## config.mk

```make
export PLATFORM = sky130hd
export DESIGN_NAME = fastlock_ctrl
export DESIGN_NICKNAME = d
export VERILOG_FILES = /design/src/rtl/fastlock_ctrl.sv
export SDC_FILE = /design/constraint.sdc
export NUM_CORES = 1
export LEC_CHECK = 0
export ABC_AREA = 1
export ABC_CLOCK_PERIOD_IN_PS = 1900
export BUFFER_PORTS_ARGS = -buffer_cell sky130_fd_sc_hd__clkbuf_2
export CAP_MARGIN = 20
export CORE_ASPECT_RATIO = 0.9
export CORE_UTILIZATION = 44
export DETAILED_ROUTE_END_ITERATION = 12
export PLACE_DENSITY = 0.83
export SYNTH_ARGS = -nofsm -noshare
export SYNTH_HDL_FRONTEND = slang
export SYNTH_SLANG_ARGS = --single-unit
```

## constraint.sdc

```tcl
create_clock -name clk -period 1.9 [get_ports clk]
set_clock_uncertainty 0.15 [all_clocks]
set_input_delay 0.285 -clock clk [delete_from_list [all_inputs] [get_ports clk]]
set_output_delay 0.285 -clock clk [all_outputs]
set_load 0.02 [all_outputs]
```

## src/rtl/fastlock_ctrl.sv

```systemverilog
module fastlock_ctrl #(
  parameter int CODE_W     = 3,
  parameter int TC_W       = 4,
  parameter int TICK_SCALE = 4
) (
  input  logic              clk,
  input  logic              rst_n,
  input  logic              fl_enable,
  input  logic              fl_mode,
  input  logic [TC_W-1:0]   tc_code,
  input  logic [CODE_W-1:0] cur_slow,
  input  logic [CODE_W-1:0] cur_fast,
  input  logic              nlatch_wr,
  input  logic              nlatch_gain,
  input  logic              pfd_tick,
  input  logic              pwr_down,
  input  logic              cnt_reset,
  output logic [CODE_W-1:0] cp_code,
  output logic              gain_clr
);
  localparam int MAX_TICKS = (1 << TC_W) * TICK_SCALE;
  localparam int CNT_W     = $clog2(MAX_TICKS + 1);

  function automatic logic [CNT_W-1:0] timeout_ticks(input logic [TC_W-1:0] code);
    return CNT_W'((int'(code) + 1) * TICK_SCALE);
  endfunction

  logic             boost;
  logic             clr_q;
  logic [CNT_W-1:0] cnt;

  wire              idle_force = pwr_down | cnt_reset;
  wire              timing     = fl_enable & fl_mode & boost;
  wire [CNT_W-1:0]  cnt_nxt    = cnt + CNT_W'(1);
  wire              expire     = timing & pfd_tick & (cnt_nxt >= timeout_ticks(tc_code));

  always_ff @(posedge clk) begin
    if (!rst_n) begin
      boost <= 1'b0;
      cnt   <= '0;
      clr_q <= 1'b0;
    end else begin
      clr_q <= 1'b0;
      if (idle_force) begin
        boost <= 1'b0;
        cnt   <= '0;
      end else if (nlatch_wr) begin
        boost <= nlatch_gain;
        cnt   <= '0;
      end else if (expire) begin
        boost <= 1'b0;
        cnt   <= '0;
        clr_q <= 1'b1;
      end else if (timing && pfd_tick) begin
        cnt   <= cnt_nxt;
      end
    end
  end

  assign cp_code  = (fl_enable && boost) ? cur_fast : cur_slow;
  assign gain_clr = clr_q;
endmodule

```

==> reports/qor.txt <==
CTS Buf Count: 3
syn avg cell area: 6.42 um2
Post-Syn Nets: 139
total die area: 0.00180 mm2
H-Tree Depth: 1
Routed Antenna Nets: 0
Syn Inst Count: 112
final cell count without fillers: 167
period utilization: 109%
Clock Latency Late Sink: 260 ps
cell area after synthesis: 719 um2
final hold slack: 82.6 ps
Inst Count DP: 163
CTS Buffer Depth: 2
drt via density: 4.72
Layout area overhead: 43.3%
initial drt markers: 10
RSZ-0062 raised after global routing: yes
DRT Pass-1 Iters: 4
row count: 13
vias in the first global route: 633
share of cells above drive strength 1: 41.4%
CP max FO: 5
achievable clock frequency: 485 MHz
CTS tree: yes
post-CTS setup buffers: 0
final slew viol count: 0
Worst setup EP type: flip-flop
synthesized flop and latch total: 9
total gr overflow: 0
sequential power share: 45.9%
worst vdd ir: 0.375 mV
r2r setup slk: -160 ps
Power Internal: 0.299 mW
NetSw: 0.108 mW
final setup fails: 9
clk sinks: 9
Req. time, crit path: 1940 ps
die boundary height: 40.4 um
Worst Setup Start Kind: flip-flop
pwr dens: 394 mW/mm2
core area: 0.00148 mm2
clk slew on worst S/H paths: 60 ps
combinational power share: 17.2%
max cap viols: 0
synth warn: 0
register area share after synthesis: 25.0%
initial antenna violation count: 0
crit path DAT: 2100 ps
# IOs: 23
Total Wirelength: 1750 um
Sw Ratio: 26.6%
Worst Hold Class: in -> reg
WS Path Type: reg -> reg
Die W: 44.6 um
n_diodes: 0
clk root buf: clkbuf_4
post-synth cell types: 19
hpwl dp: 1310 um
Slew @ Worst Pin: 359 ps
Final #Nets: 173
final worst slack: -163 ps
Pleak: 0.543 nW
failing checks: negative setup slack
Avg WL per Cell: 10.5 um
Clock power frac: 36.9%
# port buffers: 22
Core Util, Final: 69.7%
gp weighted congestion: 0.772
Slew headroom: 76.0%
Overall Global Routing Usage: 19.5%
DRC errors left: 0
fillers: 117
Final Hold Fails: 0
Reg area: 189 um2
area taken by multi-input logic gates: 568 um2
status: finished with violations
largest net degree at the start of global routing: 9
Vias: 788
first-pass GRT wire length: 2530 um
starting density of the core: 48.6%
Tot Pwr: 0.407 mW
Final min period: 2060 ps
==> cells in the mapped netlist, drive strengths merged <==
master  number  area [um2]
nor2        15        75.1
nand2       42         173
nand4        2        12.5
a21oi        5        25.0
xor2         1        8.76
nand3        9        45.0
clkinv       1        3.75
inv         14        52.6
nor3         1        10.0
o21ai        2        10.0
xnor2        2        17.5
dfxtp        9         180
or2          1        6.26
ha           8         100
==> state kept, by name, indices dropped and copies added (netlist names) <==
register / flops
boost: 1
gain_clr: 1
cnt: 7
==> critical path, stage by stage, from the launching register on <==
cell     delay (ps)
dfxtp_4         370
ha_4            150
nand4_1         170
o21ai_1         170
nand2_1         120
ha_4            240
nand2_2          60
nand2_1          50
nor2_1           90
nand2_1         100
nand2_4         110
nand2_4          80
a21oi_2         120
==> path summary, 6_finish.rpt <==
kind	start	endpoint	cells past startpoint
setup / recovery	cnt[0]	cnt[2]	12
hold reg to reg	cnt[4]	cnt[4]	2
setup reg to reg	cnt[0]	cnt[2]	12
hold / removal	nlatch_wr	gain_clr	2
==> metal layers <==
layer  GRT usage, %  share of wire, %  vias up
met1           23.7                40      357
met2           35.7                57       13
met5              0                 0        -
met3           6.76               3.1        0
li1               -                 -      418
met4              0                 0        0
==> cell families after synthesis <==
group	synth area share, %
and+or+nand+nor	44.7
buffers and inverters	7.83
DFF	25.0
adders and majority gates	13.9
AOI/OAI and AO/OA	4.87
xor gates and xnor gates	3.65
==> power by group through the flow <==
stage          sequential (mW)  clock (mW)  combinational (mW)
3_3_place_gp             0.194           0              0.0589
3_5_place_dp             0.194           0              0.0613
2_1_floorplan            0.194           0              0.0322
4_1_cts                  0.187       0.150              0.0626
5_1_grt                  0.186       0.166              0.0791
6_report                 0.187       0.150              0.0701
==> per-stage QoR <==
stage | setup TNS (ps) | cell area, um2 | worst slack [ps]
global route | -2080 | 1030 | -267
global placement | -254 | 925 | -47.9
CTS | -942 | 977 | -116
detailed placement | -822 | 925 | -121
finish | -1210 | 1030 | -163
floorplan | 0 | 734 | 20.1
==> placed cells by master (no fill, tap or decap), drive strengths merged <==
cell type and instances:
xnor2 2, o21ai 2, nand2 42, a21oi 5, nor2 15, ha 8, clkinv 1, dfxtp 9
inv 14, nand4 2, or2 1, xor2 1, nor3 1, clkbuf 26, nand3 9, buf 7
==> repair_timing <==
item	4_1_cts	5_1_grt
hold buffers	0	0
resized for setup	8	14
pin swaps	9	8
setup endpoints to repair	9	9
==> final cells by class <==
cell class,instances,area share (%)
clock buffer,4,2.55
inverter,15,5.58
multi-input combinational,88,55.1
sequential,9,18.3
tap,22,2.67
timing repair buffer,29,15.8
Note: power is estimated with default switching activity, not from simulation.
